$ cat src/rtl/mdio_mgmt_pkg.sv
package mdio_mgmt_pkg;
  localparam int FRAME_W   = 32;
  localparam int TA_IDX    = 14;   // period that carries frame bit 17
  localparam int OP_RD_BIT = 29;   // opcode bit marking a read
  localparam int ST_BUSY   = 0;
  localparam int ST_DONE   = 2;
  localparam logic [1:0] DIVSEL_RESET = 2'd3;

  typedef enum logic [1:0] {
    HREG_FRAME  = 2'd0,
    HREG_STATUS = 2'd1,
    HREG_DIVSEL = 2'd2,
    HREG_NONE   = 2'd3
  } hreg_e;
endpackage

$ cat src/rtl/mdio_in_sync.sv
module mdio_in_sync #(
  parameter int STAGES = 2
) (
  input  logic clk,
  input  logic rst,
  input  logic din,
  output logic dout
);
  generate
    if (STAGES == 0) begin : g_direct
      assign dout = din;
    end else begin : g_sync
      logic [STAGES-1:0] pipe;
      always_ff @(posedge clk) begin
        if (rst) pipe <= '1;
        else     pipe <= {pipe[STAGES-2:0], din};
      end
      assign dout = pipe[STAGES-1];
    end
  endgenerate
endmodule

$ cat src/rtl/mdc_divider.sv
module mdc_divider #(
  parameter int BASE_DIV = 8,
  parameter int SEL_W    = 2
) (
  input  logic             clk,
  input  logic             rst,
  input  logic             run,
  input  logic [SEL_W-1:0] div_sel,
  output logic             mdc,
  output logic             rise_tick,
  output logic             fall_tick
);
  localparam int MAX_DIV = BASE_DIV << ((1 << SEL_W) - 1);
  localparam int CNT_W   = $clog2(MAX_DIV);

  logic [CNT_W:0]   full_w;
  logic [CNT_W-1:0] cnt, cnt_last, half_last;

  assign full_w    = (CNT_W+1)'(BASE_DIV) << div_sel;
  assign cnt_last  = CNT_W'(full_w - 1'b1);
  assign half_last = CNT_W'((full_w >> 1) - 1'b1);

  assign rise_tick = run && (cnt == half_last);
  assign fall_tick = run && (cnt == cnt_last);

  always_ff @(posedge clk) begin
    if (rst || !run) begin
      cnt <= '0;
      mdc <= 1'b0;
    end else begin
      cnt <= fall_tick ? '0 : cnt + 1'b1;
      if (rise_tick)      mdc <= 1'b1;
      else if (fall_tick) mdc <= 1'b0;
    end
  end
endmodule

$ cat src/rtl/mgmt_shifter.sv
module mgmt_shifter
  import mdio_mgmt_pkg::*;
(
  input  logic               clk,
  input  logic               rst,
  input  logic               start,
  input  logic [FRAME_W-1:0] load_val,
  input  logic               rise_tick,
  input  logic               fall_tick,
  input  logic               line_in,
  output logic [FRAME_W-1:0] shreg,
  output logic               busy,
  output logic               done,
  output logic               done_pulse,
  output logic               mdio_o,
  output logic               mdio_oe
);
  localparam int IDX_W = $clog2(FRAME_W);
  localparam logic [IDX_W-1:0] LAST_IDX = IDX_W'(FRAME_W - 1);
  localparam logic [IDX_W:0]   TA_POS   = (IDX_W+1)'(TA_IDX);

  logic [IDX_W-1:0] idx;
  logic [IDX_W:0]   next_idx;
  logic             rd_frame;

  assign next_idx = {1'b0, idx} + 1'b1;

  always_ff @(posedge clk) begin
    if (rst) begin
      shreg      <= '0;
      busy       <= 1'b0;
      done       <= 1'b0;
      done_pulse <= 1'b0;
      mdio_o     <= 1'b0;
      mdio_oe    <= 1'b0;
      idx        <= '0;
      rd_frame   <= 1'b0;
    end else begin
      done_pulse <= 1'b0;
      if (start) begin
        shreg    <= load_val;
        busy     <= 1'b1;
        done     <= 1'b0;
        idx      <= '0;
        rd_frame <= load_val[OP_RD_BIT];
        mdio_o   <= load_val[FRAME_W-1];
        mdio_oe  <= 1'b1;
      end else if (busy) begin
        if (rise_tick)
          shreg <= {shreg[FRAME_W-2:0], line_in};
        if (fall_tick) begin
          if (idx == LAST_IDX) begin
            busy       <= 1'b0;
            done       <= 1'b1;
            done_pulse <= 1'b1;
            mdio_o     <= 1'b0;
            mdio_oe    <= 1'b0;
          end else begin
            idx     <= next_idx[IDX_W-1:0];
            mdio_o  <= shreg[FRAME_W-1];
            mdio_oe <= !(rd_frame && (next_idx >= TA_POS));
          end
        end
      end
    end
  end
endmodule

$ cat src/rtl/mdio_frame_shifter.sv
module mdio_frame_shifter
  import mdio_mgmt_pkg::*;
#(
  parameter int BASE_DIV    = 8,
  parameter int SYNC_STAGES = 2
) (
  input  logic        clk,
  input  logic        rst,
  input  logic        host_wr,
  input  logic        host_rd,
  input  logic [1:0]  host_addr,
  input  logic [31:0] host_wdata,
  output logic [31:0] host_rdata,
  output logic        irq,
  output logic        mdc,
  output logic        mdio_o,
  output logic        mdio_oe,
  input  logic        mdio_i
);
  localparam int SEL_W = 2;

  hreg_e            addr_e;
  logic [SEL_W-1:0] div_sel;
  logic             busy, done, start, line_in, rise_tick, fall_tick;
  logic [31:0]      shreg, status_w;

  assign addr_e = hreg_e'(host_addr);
  assign start  = host_wr && !busy && (addr_e == HREG_FRAME);

  mdio_in_sync #(.STAGES(SYNC_STAGES)) u_sync (
    .clk(clk), .rst(rst), .din(mdio_i), .dout(line_in)
  );

  mdc_divider #(.BASE_DIV(BASE_DIV), .SEL_W(SEL_W)) u_div (
    .clk(clk), .rst(rst), .run(busy), .div_sel(div_sel),
    .mdc(mdc), .rise_tick(rise_tick), .fall_tick(fall_tick)
  );

  mgmt_shifter u_shift (
    .clk(clk), .rst(rst), .start(start), .load_val(host_wdata),
    .rise_tick(rise_tick), .fall_tick(fall_tick), .line_in(line_in),
    .shreg(shreg), .busy(busy), .done(done), .done_pulse(irq),
    .mdio_o(mdio_o), .mdio_oe(mdio_oe)
  );

  always_ff @(posedge clk) begin
    if (rst)
      div_sel <= DIVSEL_RESET;
    else if (host_wr && !busy && addr_e == HREG_DIVSEL)
      div_sel <= host_wdata[SEL_W-1:0];
  end

  always_comb begin
    status_w          = '0;
    status_w[ST_BUSY] = busy;
    status_w[ST_DONE] = done;
  end

  always_ff @(posedge clk) begin
    if (rst)
      host_rdata <= '0;
    else if (host_rd) begin
      unique case (addr_e)
        HREG_FRAME:  host_rdata <= shreg;
        HREG_STATUS: host_rdata <= status_w;
        HREG_DIVSEL: host_rdata <= {{(32-SEL_W){1'b0}}, div_sel};
        default:     host_rdata <= '0;
      endcase
    end
  end
endmodule

$ cat config.mk
export PLATFORM = sky130hd
export DESIGN_NAME = mdio_frame_shifter
export DESIGN_NICKNAME = d
export VERILOG_FILES = /design/src/rtl/mdio_mgmt_pkg.sv /design/src/rtl/mdio_in_sync.sv /design/src/rtl/mdc_divider.sv /design/src/rtl/mgmt_shifter.sv /design/src/rtl/mdio_frame_shifter.sv
export SDC_FILE = /design/constraint.sdc
export NUM_CORES = 1
export LEC_CHECK = 0
export BUFFER_PORTS_ARGS = -buffer_cell sky130_fd_sc_hd__buf_2
export CORE_MARGIN = 10
export CORE_UTILIZATION = 54
export DETAILED_ROUTE_END_ITERATION = 6
export GPL_TIMING_DRIVEN = 0
export PLACE_DENSITY = 0.82
export SYNTH_ARGS = -nofsm -noshare
export SYNTH_HDL_FRONTEND = slang
export SYNTH_SLANG_ARGS = --single-unit
$ cat constraint.sdc
create_clock -name clk -period 2.3 [get_ports clk]
set_input_delay 0.46 -clock clk [delete_from_list [all_inputs] [get_ports clk]]
set_output_delay 0.46 -clock clk [all_outputs]
set_load 0.02 [all_outputs]
==> results of run 1 <==
## cell families (layout without fill, tap and decap cells)
family	after synthesis	in the layout	share of synthesized area, %
AOI/OAI and AO/OA	80	80	18.0
xor gates and xnor gates	7	7	1.68
adders and majority gates	4	4	1.37
buffers and inverters	35	123	4.67
DFF	86	86	47.2
muxes	9	9	2.47
and+or+nand+nor	185	185	24.6
## layout by cell type, fill, tap and decap left out, drive strengths merged, types with 2 or more instances in the layout
master / n
o21ai: 2
inv: 8
nor3b: 2
clkbuf: 23
and3: 3
xor2: 4
bufinv: 3
nor2b: 33
mux2i: 9
clkinvlp: 2
ha: 4
a21oi: 33
nor4b: 2
nand2: 13
xnor2: 3
o21a: 2
o22ai: 2
o221a: 31
nand3: 6
o211ai: 3
nor3: 5
nor4: 4
or3: 3
dfxtp: 86
nor2: 109
buf: 87
or2: 2
## state kept, by name, indices dropped and copies added (netlist names)
signal / count
u_shift.mdio_o: 1
div_sel: 2
u_shift.shreg: 32
host_rdata: 32
u_div.mdc: 1
u_shift.idx: 5
u_div.cnt: 6
u_shift.busy: 1
u_shift.done: 1
u_sync.g_sync.pipe: 2
u_shift.mdio_oe: 1
u_shift.rd_frame: 1
u_shift.done_pulse: 1
## metrics by stage
stage | util, % | area (um2) | cells | total power [mW] | hold slack [ns]
final | 67.5 | 4360 | 571 | 3.11 | 0.296
after global routing | 67.5 | 4360 | 571 | 3.19 | 0.295
after CTS | 67.5 | 4360 | 571 | 3.11 | 0.291
after detailed placement | 63.5 | 4100 | 555 | 1.82 | 0.398
after global placement | 63.5 | 4100 | 555 | 1.81 | 0.398
after floorplan | - | 3650 | 406 | 1.73 | 0.389
## area by class of cell
| class | instances | share of cell area, % |
|---|---|---|
| plain buffers | 27 | 3.21 |
| clock buffers | 11 | 3.47 |
| clock inverters | 5 | 2.41 |
| inverters | 8 | 0.689 |
| multi-input cells | 285 | 40.3 |
| flip-flops and latches | 86 | 39.5 |
| well taps | 77 | 2.21 |
| repair buffers | 72 | 8.26 |
## final timing paths
check	end	startpoint	slack [ns]
setup reg to reg	u_shift.shreg[15]$_SDFFE_PP0P_	div_sel[0]$_SDFFE_PP1P_	0.39
setup / recovery	u_shift.shreg[15]$_SDFFE_PP0P_	div_sel[0]$_SDFFE_PP1P_	0.39
hold reg to reg	u_sync.g_sync.pipe[1]$_SDFF_PP1_	u_sync.g_sync.pipe[0]$_SDFF_PP1_	0.42
hold / removal	u_sync.g_sync.pipe[0]$_SDFF_PP1_	mdio_i	0.30
## routing by layer
| metal | wire length [um] | up-vias | track usage (%) |
|---|---|---|---|
| li1 | - | 1567 | - |
| met1 | 3920 | 1490 | 20.4 |
| met2 | 4550 | 77 | 30.8 |
| met3 | 597 | 19 | 4.18 |
| met4 | 195 | 0 | 7.70 |
| met5 | 0 | - | 0 |
## power by group
part           switching [mW]  internal (mW)
registers              0.0372           1.53
logic                   0.126         0.0963
clock network           0.535          0.780
==> results.py, run 1 <==
metrics = {
    "status": {
        "outcome": "completed",
    },
    "yosys": {
        "yosysMostFrequentCell": "nor2_1",
        "synth_common_cells": "nor2_1, dfxtp_1, a21oi_1",
        "yosysSeqAreaShare_pct": 47.2,
        "ys_async_sr_fraction_pct": 0,
        "netlist_area_um2": 3650,
        "synth_largest_type_area_fraction_pct": 47.2,
        "synth_nets": 449,
        "synth_area_leaders": "dfxtp_1, nor2_1, o221a_1, nor2b_1, a21oi_1",
        "yosys_warnings": 0,
        "synth-edff-count": 0,
        "synthFlopType": "dfxtp_1",
        "synth.distinct_cells": 45,
        "syn_inst": 406,
        "synth-seq-cells": 86,
        "synth_top_area_cell": "dfxtp_1",
        "syn_area_per_cell_um2": 8.98,
    },
    "detailed_routing": {
        "dr_total_vias": 3153,
        "vias_per_cell": 5.52,
        "wire_per_inst_um": 16.2,
        "drt_iter0_markers": 152,
        "ant_nets": 0,
        "drt_pass1_iterations": 6,
        "totalWireLength_um": 9260,
        "drc": 0,
    },
    "floorplan": {
        "core-area_um2": 6460,
        "rows": 29,
        "die_w_um": 102,
        "ioPinCount": 75,
        "dieHeight_um": 102,
        "start_util_pct": 56.5,
        "dieArea_um2": 10400,
    },
    "setup_path": {
        "cp.required_ns": 2.54,
        "cp-end-kind": "flip-flop",
        "start_kind": "flip-flop",
        "r2r_cells": 6,
        "crit_chain": "nor2b_2, nor4_2, o31ai_4, nand2_4, buf_6, o221a_1",
        "cp.depth": 6,
        "cpPeakStageDelay_ns": 0.49,
        "arrival_ns": 2.16,
        "critPathMaxFanout": 10,
        "cp_num_buf_inv": 1,
        "cp_slowest_cell": "dfxtp_1",
        "critPathKind": "flip-flop to flip-flop",
        "path_delay_family": "compound AO/OA/AOI/OAI gates",
    },
    "global_route": {
        "grt_antenna_before_repair": 0,
        "grt-ovfl-total": 0,
        "grt_pass1_wl_um": 15100,
        "grt_pass1_vias": 3269,
        "grt.total_usage_pct": 17.7,
        "grt_max_degree": 15,
    },
    "sta": {
        "fin_ws_ns": 0.387,
        "finClkSkew_ns": 0.00833,
        "rsz0062_at_grt": "false",
        "finalMaxSlewViolations": 0,
        "slew_headroom_pct": 60.7,
        "period_minus_slack_ns": 1.91,
        "tightest_slew_ns": 0.582,
        "finalSetupTns_ns": 0,
        "timing.fmax_mhz": 523,
        "fin_crit_sh_pct": 83.2,
        "finalSetupViolations": 0,
        "hold_viol_final": 0,
    },
    "power": {
        "peakVddDrop_mv": 0.431,
        "p_leak_nw": 1.84,
        "p_per_area_nw_per_um2": 712,
    },
    "clock_tree": {
        "clk_path_buf_depth": 2,
        "clk_pin_slew_ns": 0.08,
        "cts_resized": 0,
        "clkSinkCount": 86,
        "clk_latency_ns": 0.36,
        "ctsRootBufferMaster": "clkbuf_8",
        "htreeDepth": 3,
        "numCtsBuffers": 9,
        "postCtsHoldBufs": 0,
        "cts_tree": "yes",
        "cts_setup_buffers": 0,
    },
    "placement": {
        "place.gp.congestion": 0.868,
        "dpl_worst_slack_ns": 0.334,
        "portBuffers": 72,
        "post-dp-hpwl_um": 6740,
    },
    "layout": {
        "multi_input_area_um2": 1760,
        "diodes": 0,
        "drive_gt1_share_pct": 23.1,
        "nNetsFinal": 532,
        "ff_latch_area_um2": 1720,
        "syn_to_final_growth_pct": 19.6,
        "n_fill_cell": 548,
    },
    "worst_hold_path": {
        "whs_path_depth": 2,
        "min_path_type": "primary input to flip-flop",
    },
    "run": {
        "drv_cap": 0,
    },
}
Note: power is estimated with default switching activity, not from simulation.
==> run 2: changes to the inputs <==
--- a/config.mk
+++ b/config.mk
@@ -7,10 +7,10 @@
 export LEC_CHECK = 0
 export BUFFER_PORTS_ARGS = -buffer_cell sky130_fd_sc_hd__buf_2
 export CORE_MARGIN = 10
-export CORE_UTILIZATION = 54
+export CORE_UTILIZATION = 49
 export DETAILED_ROUTE_END_ITERATION = 6
 export GPL_TIMING_DRIVEN = 0
-export PLACE_DENSITY = 0.82
+export PLACE_DENSITY = 0.78
 export SYNTH_ARGS = -nofsm -noshare
 export SYNTH_HDL_FRONTEND = slang
 export SYNTH_SLANG_ARGS = --single-unit
==> constraint.sdc (replaced) <==
create_clock -name clk -period 1.75 [get_ports clk]
set_input_delay 0.35 -clock clk [delete_from_list [all_inputs] [get_ports clk]]
set_output_delay 0.35 -clock clk [all_outputs]
set_load 0.02 [all_outputs]
==> run 2 against run 1 <==
Effect of this change:
- combinational power increased by 37%
- clock power is 29% higher
- global-route usage fell by 1.5 points
- maximum frequency is 11% higher
- largest power group unchanged
- die area rose by 8.2%
- sequential share of layout area decreased by 1.2 points
- final cell count increased by 4.7%
- clock skew is 0.0018 ns lower
==> results.py, run 2 (same netlist as run 1, synthesis figures left out) <==
metrics = {
    "status": {
        "outcome": "completed",
    },
    "layout": {
        "final_common_cell": "nor2_1",
        "drive_gt1_share_pct": 28.5,
        "syn_to_final_growth_pct": 24.6,
        "largestRegisters": "host_rdata x32, u_shift.shreg x32, u_div.cnt x6",
        "layout_common_cells": "nor2_1, buf_2, dfxtp_1",
        "finish.instance_area_um2": 4550,
        "diodes": 0,
        "nNetsFinal": 537,
    },
    "global_route": {
        "grt_pass1_vias": 3139,
        "grt.total_usage_pct": 16.3,
        "grt_max_degree": 15,
        "grt_antenna_before_repair": 1,
        "grt_pass1_wl_um": 15500,
        "grt-ovfl-total": 0,
    },
    "placement": {
        "place.gp.congestion": 0.836,
        "portBuffers": 72,
        "post-dp-hpwl_um": 6450,
        "dpl_worst_slack_ns": -0.143,
        "place_area_um2": 4130,
    },
    "clock_tree": {
        "clk_path_buf_depth": 2,
        "clk_latency_ns": 0.35,
        "postCtsHoldBufs": 0,
        "ctsRootBufferMaster": "clkbuf_8",
        "clkSinkCount": 86,
        "numCtsBuffers": 9,
        "cts_tree": "yes",
        "htreeDepth": 3,
        "clk_pin_slew_ns": 0.08,
    },
    "sta": {
        "fin_ws_ns": 0.0198,
        "period_minus_slack_ns": 1.73,
        "hold_viol_final": 0,
        "finalMaxSlewViolations": 0,
        "finalSetupViolations": 0,
        "fin_crit_sh_pct": 98.9,
        "tightest_slew_ns": 0.633,
        "timing.fmax_mhz": 578,
        "finClkSkew_ns": 0.00651,
        "slew_headroom_pct": 57.6,
    },
    "floorplan": {
        "dieHeight_um": 106,
        "dieArea_um2": 11300,
        "ioPinCount": 75,
        "die_w_um": 106,
        "core-area_um2": 7250,
        "rows": 31,
        "start_util_pct": 50.3,
    },
    "setup_path": {
        "cp-end-kind": "flip-flop",
        "critPathMaxFanout": 6,
        "cp.required_ns": 1.99,
        "arrival_ns": 1.97,
        "critPathKind": "flip-flop to flip-flop",
        "r2r_setup_slack_ns": 0.02,
        "start_kind": "flip-flop",
    },
    "detailed_routing": {
        "drc": 0,
        "ant_nets": 0,
        "drt_pass1_iterations": 4,
        "wire_per_inst_um": 15.6,
        "vias_per_cell": 5.32,
        "drt_iter0_markers": 199,
        "totalWireLength_um": 9320,
        "dr_total_vias": 3183,
    },
    "worst_hold_path": {
        "min_path_type": "primary input to flip-flop",
    },
    "power": {
        "p_per_area_nw_per_um2": 894,
        "power_mw": 4.06,
        "peakVddDrop_mv": 0.508,
        "p_leak_nw": 1.89,
    },
    "run": {
        "drv_cap": 0,
    },
}
[run 2: layer usage]
metal	global-route usage [%]	vias to the layer above	part of all wire, %
li1	-	1592	-
met1	20.8	1483	45
met2	26.2	99	48
met3	5.19	7	6.6
met4	3.77	2	0.70
met5	0	-	0.14
[run 2: power by group]
part	internal, mW	switching [mW]
combinational	0.136	0.170
clock	0.986	0.716
sequential	2.01	0.0484
[run 2: final timing paths]
| kind | cells after the start | startpoint | to |
|---|---|---|---|
| worst max-delay path | 6 | div_sel[0]$_SDFFE_PP1P_ | u_shift.idx[1]$_SDFFE_PP0P_ |
| worst min-delay path | 2 | mdio_i | u_sync.g_sync.pipe[0]$_SDFF_PP1_ |
| worst max register to register | 6 | div_sel[0]$_SDFFE_PP1P_ | u_shift.idx[1]$_SDFFE_PP0P_ |
| worst min register to register | 1 | u_div.cnt[0]$_SDFF_PP0_ | u_div.cnt[0]$_SDFF_PP0_ |
[run 2: cell type report]
type / count / area (um2)
tap: 99 / 124
clock buffer: 10 / 138
fill: 655 / 2710
inverter: 8 / 30.0
clock inverter: 6 / 109
sequential: 86 / 1740
multi-input combinational: 285 / 1820
timing repair buffer: 77 / 422
buffer: 27 / 161
[run 2: stage by stage]
step | cells | TNS (ns) | hold slack [ns] | utilization, %
finish | 598 | 0 | 0.183 | 62.7
global placement | 577 | -1.84 | 0.429 | 57.0
global route | 598 | -0.0954 | 0.178 | 62.7
detailed placement | 577 | -3.65 | 0.435 | 57.0
floorplan | 406 | 0 | 0.389 | -
CTS | 598 | 0 | 0.174 | 61.6
[run 2: timing repair]
item                                   in CTS  in global routing
setup endpoints to repair                  32                 37
gates resized for setup                    11                 30
pin swaps                                   3                  3
cloned                                      1                  0
buffers inserted                            4                  0
endpoints found under the hold margin       0                  0
[run 2: critical path: stages, from the launching register on]
cell,delay (ns)
dfxtp_4,0.37
buf_4,0.15
nor4_1,0.33
a31o_1,0.21
o21a_4,0.18
a21oi_1,0.09
a2111oi_2,0.32
==> run 3: changes to the inputs <==
--- a/config.mk
+++ b/config.mk
@@ -6,11 +6,12 @@
 export NUM_CORES = 1
 export LEC_CHECK = 0
 export BUFFER_PORTS_ARGS = -buffer_cell sky130_fd_sc_hd__buf_2
-export CORE_MARGIN = 10
+export CORE_MARGIN = 5
 export CORE_UTILIZATION = 49
 export DETAILED_ROUTE_END_ITERATION = 6
 export GPL_TIMING_DRIVEN = 0
 export PLACE_DENSITY = 0.78
+export SLEW_MARGIN = 5
 export SYNTH_ARGS = -nofsm -noshare
 export SYNTH_HDL_FRONTEND = slang
 export SYNTH_SLANG_ARGS = --single-unit
==> run 3 against run 2 <==
Effect of this change:
- the run now ends with negative setup slack left
- routed wire length is 1.7% lower
- non-clock buffer count is 3 higher
- clock skew is 0.0042 ns higher
- register-to-register slack worse by 0.02 ns
- flip-flop and latch count stayed put
- utilization is 0.36 points lower
- final cell count is 0.33% higher
- clock power is 14% lower
- sequential share of layout area is 0.19 points higher
- combinational power hardly changed
- critical endpoint is now u_shift.shreg[25]$_SDFFE_PP0P_
- largest power group unchanged
==> results.py, run 3 (same netlist as run 1, synthesis figures left out) <==
metrics = {
    "status": {
        "outcome": "complete, but fails checks",
        "violations": "negative setup slack",
    },
    "worst_hold_path": {
        "hp-start": "mdio_i",
        "min_path_type": "primary input to flip-flop",
    },
    "floorplan": {
        "rows": 31,
        "dieArea_um2": 9270,
        "core-area_um2": 7250,
        "ioPinCount": 75,
        "start_util_pct": 50.3,
        "die_w_um": 96.3,
        "dieHeight_um": 96.3,
    },
    "setup_path": {
        "arrival_ns": 1.98,
        "reg2reg_from": "u_div.cnt[4]$_SDFF_PP0_",
        "cp-end-kind": "flip-flop",
        "critPathKind": "flip-flop to flip-flop",
        "r2r_setup_slack_ns": -0.002,
        "critPathMaxFanout": 10,
        "startpoint": "u_div.cnt[4]$_SDFF_PP0_",
        "cp.required_ns": 1.98,
        "start_kind": "flip-flop",
    },
    "global_route": {
        "grt_max_degree": 14,
        "grt_pass1_wl_um": 14200,
        "grt-ovfl-total": 0,
        "grt_antenna_before_repair": 0,
        "grt.total_usage_pct": 19.8,
        "grt_pass1_vias": 3015,
    },
    "clock_tree": {
        "htreeDepth": 3,
        "clk_pin_slew_ns": 0.08,
        "numCtsBuffers": 9,
        "ctsRootBufferMaster": "clkbuf_8",
        "cts_tree": "yes",
        "clk_path_buf_depth": 2,
        "clkSinkCount": 86,
        "postCtsHoldBufs": 0,
        "clk_latency_ns": 0.34,
    },
    "power": {
        "seqPwrFrac_pct": 53.9,
        "p_per_area_nw_per_um2": 845,
        "switchingPower_mw": 0.883,
        "p_comb_share_pct": 8.0,
        "power_mw": 3.82,
        "p_int_mw": 2.94,
        "switching_share_pct": 23.1,
        "clock_power_share_pct": 38.2,
        "peakVddDrop_mv": 0.453,
        "p_leak_nw": 1.89,
    },
    "sta": {
        "tightest_slew_ns": 0.589,
        "slew_headroom_pct": 60.6,
        "finalMaxSlewViolations": 0,
        "timing.fmax_mhz": 571,
        "holdWs_ns": 0.185,
        "rsz0062_at_grt": "true",
        "fin_crit_sh_pct": 100,
        "finalSetupViolations": 1,
        "hold_viol_final": 0,
        "finalSetupTns_ns": -0.00178,
        "fin_ws_ns": -0.00178,
        "finClkSkew_ns": 0.0108,
        "period_minus_slack_ns": 1.75,
    },
    "detailed_routing": {
        "dr_total_vias": 3292,
        "totalWireLength_um": 9170,
        "vias_per_cell": 5.49,
        "drt_iter0_markers": 238,
        "drc": 0,
        "ant_nets": 0,
        "wire_per_inst_um": 15.3,
        "drt_pass1_iterations": 4,
    },
    "placement": {
        "post-dp-hpwl_um": 6230,
        "place.gp.congestion": 0.769,
        "dp_cells": 577,
        "portBuffers": 72,
        "dpl_worst_slack_ns": -0.130,
    },
    "layout": {
        "nNetsFinal": 540,
        "n_fill_cell": 635,
        "final_cells": 600,
        "final_common_cell": "nor2_1",
        "layout_common_cells": "nor2_1, buf_2, dfxtp_1",
        "drive_gt1_share_pct": 28.5,
        "ff_latch_area_um2": 1740,
        "largestRegisters": "host_rdata x32, u_shift.shreg x32, u_div.cnt x6",
        "syn_to_final_growth_pct": 23.9,
        "multi_input_area_um2": 1850,
        "diodes": 0,
    },
    "run": {
        "drv_cap": 0,
    },
}
==> run 3: cell count changes in the layout (fill, tap and decap cells not counted), sizes merged <==
cell | previous run | this run
clkinvlp | 0 | 1
buf | 91 | 95
clkinv | 3 | 1
bufinv | 3 | 2
==> run 3: per-layer routing <==
metal  vias to the layer above  wire length (um)  GRT usage, %
li1                       1590                 -             -
met1                      1593              4040          25.3
met4                         0               120          4.86
met5                         -                 0             0
met3                        11               512          5.32
met2                        98              4500          32.9
==> run 3: worst max-delay path: stages (launching register included) <==
cell	delay, ns
dfxtp_4	0.41
nor2b_4	0.19
nor4_4	0.07
o31ai_4	0.44
nand2_4	0.14
buf_8	0.17
o221a_1	0.22
==> run 3: power groups by stage <==
stage / clock network (mW) / logic [mW] / registers (mW)
detailed placement: 0 / 0.291 / 2.10
finish: 1.46 / 0.305 / 2.06
CTS: 1.48 / 0.300 / 2.06
global placement: 0 / 0.284 / 2.10
floorplan: 0 / 0.177 / 2.10
global route: 1.56 / 0.336 / 2.06
==> run 3: layout make-up <==
class | instances | area share (%)
timing repair buffer | 80 | 9.30
inverter | 8 | 0.664
clock buffer | 11 | 2.91
clock inverter | 4 | 1.61
sequential | 86 | 38.5
buffer | 27 | 3.32
multi-input combinational | 285 | 41.0
tap | 99 | 2.74
==> run 3: timing repair <==
action                                  in CTS  in global routing
buffers inserted                             5                  2
resized for setup                           11                 27
endpoints found under the setup margin      34                 41
gates cloned                                 1                  0
pin swaps                                    2                 14
==> run 3: worst paths after layout <==
check                                     endpoint  cells after the start
setup / recovery    u_shift.shreg[25]$_SDFFE_PP0P_                      6
hold / removal    u_sync.g_sync.pipe[0]$_SDFF_PP1_                      2
setup reg to reg    u_shift.shreg[25]$_SDFFE_PP0P_                      6
hold reg to reg            u_div.cnt[0]$_SDFF_PP0_                      1
==> run 3: through the flow <==
step / cell area, um2 / utilization [%]
6_report: 4520 / 62.3
5_1_grt: 4520 / 62.3
4_1_cts: 4410 / 60.8
3_5_place_dp: 4130 / 57.0
3_3_place_gp: 4130 / 57.0
2_1_floorplan: 3650 / -
